`src/rtl/loop_irq_ctrl.sv`:
```
module loop_irq_ctrl #(
  parameter int NCH = 32,
  parameter int OW  = 16
) (
  input  logic              clk,
  input  logic              rst_n,
  input  logic              end_ie,
  input  logic              mid_ie,
  input  logic [NCH*OW-1:0] cur_off,
  input  logic [NCH*OW-1:0] end_off,
  input  logic              reg_wr,
  input  logic              reg_addr,
  input  logic [NCH-1:0]    reg_wdata,
  output logic [NCH-1:0]    reg_rdata,
  output logic              irq
);

  logic [NCH-1:0] status_q, en_q;
  logic [NCH-1:0] cmp_end, cmp_mid;
  logic [NCH-1:0] arm_end, arm_mid;
  logic [NCH-1:0] prev_end_q, prev_mid_q;
  logic [NCH-1:0] set_vec, clr_vec;

  for (genvar n = 0; n < NCH; n++) begin : g_ch
    logic [OW-1:0] cur_n, end_n;
    assign cur_n      = cur_off[n*OW +: OW];
    assign end_n      = end_off[n*OW +: OW];
    assign cmp_end[n] = cur_n >= end_n;
    assign cmp_mid[n] = cur_n >= (end_n >> 1);
  end

  assign arm_end = cmp_end & en_q & {NCH{end_ie}};
  assign arm_mid = cmp_mid & en_q & {NCH{mid_ie}};
  assign set_vec = (arm_end & ~prev_end_q) | (arm_mid & ~prev_mid_q);
  assign clr_vec = (reg_wr && !reg_addr) ? reg_wdata : '0;

  always_ff @(posedge clk or negedge rst_n) begin
    if (!rst_n) begin
      status_q   <= '0;
      en_q       <= '0;
      prev_end_q <= '0;
      prev_mid_q <= '0;
    end else begin
      status_q   <= (status_q & ~clr_vec) | set_vec;
      prev_end_q <= arm_end;
      prev_mid_q <= arm_mid;
      if (reg_wr && reg_addr) en_q <= reg_wdata;
    end
  end

  assign reg_rdata = reg_addr ? en_q : status_q;
  assign irq       = |status_q;

endmodule

```
`config.mk`:
```
export PLATFORM = sky130hd
export DESIGN_NAME = loop_irq_ctrl
export DESIGN_NICKNAME = d
export VERILOG_FILES = /design/src/rtl/loop_irq_ctrl.sv
export SDC_FILE = /design/constraint.sdc
export NUM_CORES = 1
export LEC_CHECK = 0
export BUFFER_PORTS_ARGS = -buffer_cell sky130_fd_sc_hd__clkbuf_2
export CELL_PAD_IN_SITES_DETAIL_PLACEMENT = 1
export CELL_PAD_IN_SITES_GLOBAL_PLACEMENT = 1
export CORE_AREA = 3 3 431 433
export DETAILED_ROUTE_END_ITERATION = 8
export DIE_AREA = 0 0 434 436
export PLACE_DENSITY = 0.5
export SLEW_MARGIN = 20
export SYNTH_ARGS = -nofsm -noshare
export SYNTH_HDL_FRONTEND = slang
export SYNTH_SLANG_ARGS = --single-unit
```
`constraint.sdc`:
```
create_clock -name clk -period 2.2 [get_ports clk]
set_clock_uncertainty 0.2 [all_clocks]
set_input_delay 0.44 -clock clk [delete_from_list [all_inputs] [get_ports clk]]
set_output_delay 0.44 -clock clk [all_outputs]
set_load 0.1 [all_outputs]
```
Yosys cells after proc, flatten, opt, wreduce, memory -nomap -nowiden
Cells that the tools add are included.
Storage, ports and cells
  bits in registers: 128
  input bits: 1062
  output and inout bits: 33
  logic and storage cells: 86
Cells by class
  magnitude comparators: 64
  muxes and demuxes: 2
  bitwise operators: 12
  reductions and logical operators: 4
Operator list (count)
  16-bit by 15-bit greater-or-equal comparator with 1-bit output: 32
  16-bit greater-or-equal comparator: 32
  32-bit bitwise AND: 7
  32-bit NOT: 3
  32-bit two-way mux: 2
  32-bit OR: 2
  32-bit OR reduction: 1
  1-bit logical AND: 2
  1-bit logical NOT: 1

Depth between registers and ports, before layout
  depth in word-level cells: 6
  mapped depth: 8
  depth with buffers taken out: 8

Worst setup path before layout
OpenSTA, ideal clock, no wires.
  path kind: input-to-reg
  start: input port end_off[62]
  end: register status_q[3]
  library setup time: 66 ps
  data arrival time: 2137 ps
  required time: 1934 ps
  path slack: -203 ps
  cell stages on the path: 8
  path buffers: 0
  path through: inv_1 > ha_1 > nand4_1 > or4_1 > or4_1 > a31oi_1 > and2b_1 > a221o_1
Between the ends
  cells in the longest elaborated chain, start to end: 6
  elaborated cells between the ends (all ways): 10
  those cells by class: order compare: 2; bitwise: 8
Ends and longest elaborated chain
  start: declaration: line 10  | input logic [NCH*OW-1:0] end_off,
  16-bit greater-or-equal comparator: line 28  | assign cmp_end[n] = cur_n >= end_n;
  32-bit bitwise AND (2 in a row): line 32  | assign arm_end = cmp_end & en_q & {NCH{end_ie}};
  net arm_end[3]: line 20  | logic [NCH-1:0] arm_end, arm_mid;
  32-bit bitwise AND: line 34  | assign set_vec = (arm_end & ~prev_end_q) | (arm_mid & ~prev_mid_q);
  32-bit OR: line 34
  32-bit OR: line 44  | status_q <= (status_q & ~clr_vec) | set_vec;
  end signal: assignment: line 44
  end: declaration: line 18  | logic [NCH-1:0] status_q, en_q;
The timed path passes the listed nets, and every way through them passes these cells.
A chain may end at the register's enable or synchronous reset.

Worst setup path after layout
  start: register status_q[2]
  end: output port irq
Between the ends
  cells in the longest elaborated chain, start to end: 1
Ends and longest elaborated chain
  32-bit OR reduction: line 52  | assign irq = |status_q;
  end: declaration: line 15  | output logic irq
Every way passes these cells.

==> run metrics <==
min Tclk post-route about 3000 ps; Critical-path top delay cell dfrtp_2; die area approximately 0.19 mm^2; Ys Warns 0; Sink Count approximately 130; via count about 32000; final-stage net count approximately 7100; final setup vio count 9; number of enable flip-flop cells after synthesis 0; Std-Cell Rows ~160; top cells by area, synth ha_1 45%, dfrtp_1 12%, inv_1 7.3%; Initial Utilization between 10% and 20%; failing checks setup timing; drt total wl around 160000 um; I/O pin total roughly 1100; CTS tree built; Yosys reg bits around 130; Max stage delay on crit path roughly 450 ps; DRC 0; Seq/Total Area, Yosys a little under an eighth; Non-Filler Instances between 7000 and 8000; Yosys top cell by area ha_1; Die X about 430 um; Final Cycle Share 137%; syn nets roughly 5500; synth-to-layout area growth 51.0%; synthesized cell area roughly 0.028 mm^2; Buffers on Ports 1094; Finished Cell Area ~0.042 mm^2; P per Cell Area 368 mW/mm^2; clock-pin slew on the worst setup and hold paths about 70 ps; maxcap violations 0; distinct cell type count after synthesis between 40 and 50; placed cell count 7358; Startpoint Class flop; Clk Latency, worst-skew pair ~520 ps; CP cell instances nor4_4 -> nand4_1 -> buf_6 -> or2_4 -> buf_12; grt ovf 0; RSZ-0062 raised after global routing yes; TritonCTS buffer count 17; DP Worst Slack -955 ps; largest net degree at the start of global routing 46; clk buf depth 2; Crit path buffers/inverters 2; first drt pass iteration count 4; Crit Path Class flop to primary output; Core Area 0.182 mm^2; status complete, but fails checks; max-slew violations 0; first-pass GRT wire length 227000 um; Mapped Avg Cell Area about 8.2 um^2; H-tree Lvls 4; critical path peak fanout 3; Post-DP Area roughly 0.04 mm^2; initial antenna violation count 100; Synth top area share 44.7%; maximum clock rate between 300 and 400 MHz; Routability Congestion between 0.9 and 1; Final ANT Viol Nets 0; Final Util 23.0%; starting DRC count in detailed routing roughly 800; routed len/inst about 21 um; Root Driver clkbuf_16; die height 436 um; peak supply drop ~0.00037 V; Leakage 23.2 nW; vias in the first global route ~34000; Hold/Removal Path Class input pin to flop; WP data required between 1500 and 2000 ps; fill count 22100; arrival time at the worst endpoint between 2000 and 2500 ps; PnR worst setup slack -821 ps; ys async rst share 100%; final hold viol count 0; Crit path max-delay family simple AND/OR/NAND/NOR gates; all-layer global routing usage between 10% and 20%; endpoint class of the critical path primary output; Detail Placement HPWL about 150000 um; main flop type after synthesis dfrtp_1; share of layout cells above drive strength 1 a little over a third; Slew @ Worst Pin around 600 ps; Post-Synthesis Cells approximately 3400; worst relative slew slack between 60% and 70%; mean number of vias per cell 4.23
## final cells by class
cell class	count	area (um^2)	share of cell area [%]
multi-input cells	2721	22800	54.3
repair buffers	1621	10200	24.3
flip-flops and latches	128	3230	7.69
well taps	2385	2980	7.11
inverters	538	2030	4.83
clock buffers	18	439	1.05
clock inverters	14	179	0.426
diodes	40	100	0.238
## cell usage after synthesis, drive strengths merged, types with 17 or more instances
library cell and number:
a2111oi 17, a211o 60, a211oi 62, a21boi 44
a21o 48, a21oi 305, a31oi 45, dfrtp 128
ha 992, inv 538, mux2 64, nand2 271
nand2b 62, nand3 83, nand4 99, nand4b 30
nor2 137, nor2b 31, nor3 80, nor4 51
o211ai 28, o21a 18, o21ai 115
## per-stage QoR
| step | total power [mW] | setup TNS (ps) | hold WS, ps |
|---|---|---|---|
| 2_1_floorplan | 7.48 | -182 | -55.6 |
| 3_3_place_gp | 12.0 | -16900 | 149 |
| 3_5_place_dp | 12.2 | -16750 | 147 |
| 4_1_cts | 15.9 | -2830 | 3.39 |
| 5_1_grt | 16.9 | -2280 | 30.6 |
| 6_report | 15.4 | -1030 | 77.8 |
## flip-flops by register name, summed over array words and instances, names as in the netlist
| signal | cells |
|---|---|
| en_q | 32 |
| prev_end_q | 32 |
| prev_mid_q | 32 |
| status_q | 32 |
## worst register-to-register path, stage by stage (launching register included)
cell	delay, ps
dfrtp_1	420
nand2_1	90
nor4_1	320
buf_4	170
a21o_1	110
nor2b_1	150
a221o_1	130
## power breakdown
group	switching (mW)	internal, mW
registers	0.395	2.70
logic	4.95	4.13
clock network	1.43	1.83
total	6.77	8.66
## final timing paths
path	start	end	slack (ps)	cells past startpoint
worst max-delay path	status_q[2]	irq	-820	5
worst min-delay path	reg_wdata[24]	en_q[24]	80	2
worst max register to register	en_q[30]	status_q[30]	560	6
worst min register to register	en_q[4]	en_q[4]	360	1
max in group asynchronous	rst_n	status_q[24]	930	3
min in group asynchronous	rst_n	prev_end_q[6]	200	2
## timing repair
item                                   in CTS  in global routing
pin swaps                                   4                  5
endpoints found under the hold margin     159                  0
gates cloned                                0                  0
hold buffers                               32                  0
buffers inserted                            3                  1
resized for setup                          53                 13
setup endpoints to repair                  30                 17
## logic make-up (layout without fill, tap and decap cells)
group                      Yosys count  in the layout  synth area share (%)
and+or+nand+nor                    851            851                  15.1
muxes                               64             64                  2.59
AOI/OAI and AO/OA                  814            814                  18.6
DFF                                128            128                  11.5
adders and majority gates          992            992                  44.7
buffers and inverters              554           2191                  7.48
other                                0             40                     0
## cells in the final DEF, fill, tap and decap left out, types with 32 or more instances in the layout
cell type,instances
nor4_1,50
a211oi_1,61
a21o_1,48
a21oi_1,305
o21ai_0,115
ha_1,987
nor2_1,137
nand3_1,83
dlygate4sd3_1,32
a211o_1,60
buf_4,475
clkbuf_2,1056
dfrtp_1,108
nand2_1,268
inv_1,534
a21boi_0,44
a31oi_1,44
nor3_1,80
nand4_1,98
nand2b_1,62
buf_12,44
mux2_2,42
diode_2,40
## routing by layer
layer | up-vias | part of all wire (%) | global-route usage [%]
li1 | 15800 | - | -
met1 | 14900 | 39 | 17.6
met2 | 637 | 53 | 31.2
met3 | 199 | 5.6 | 4.36
met4 | 40 | 2.8 | 5.02
met5 | - | 0.16 | 0
Power figures use the tool's default switching activity.
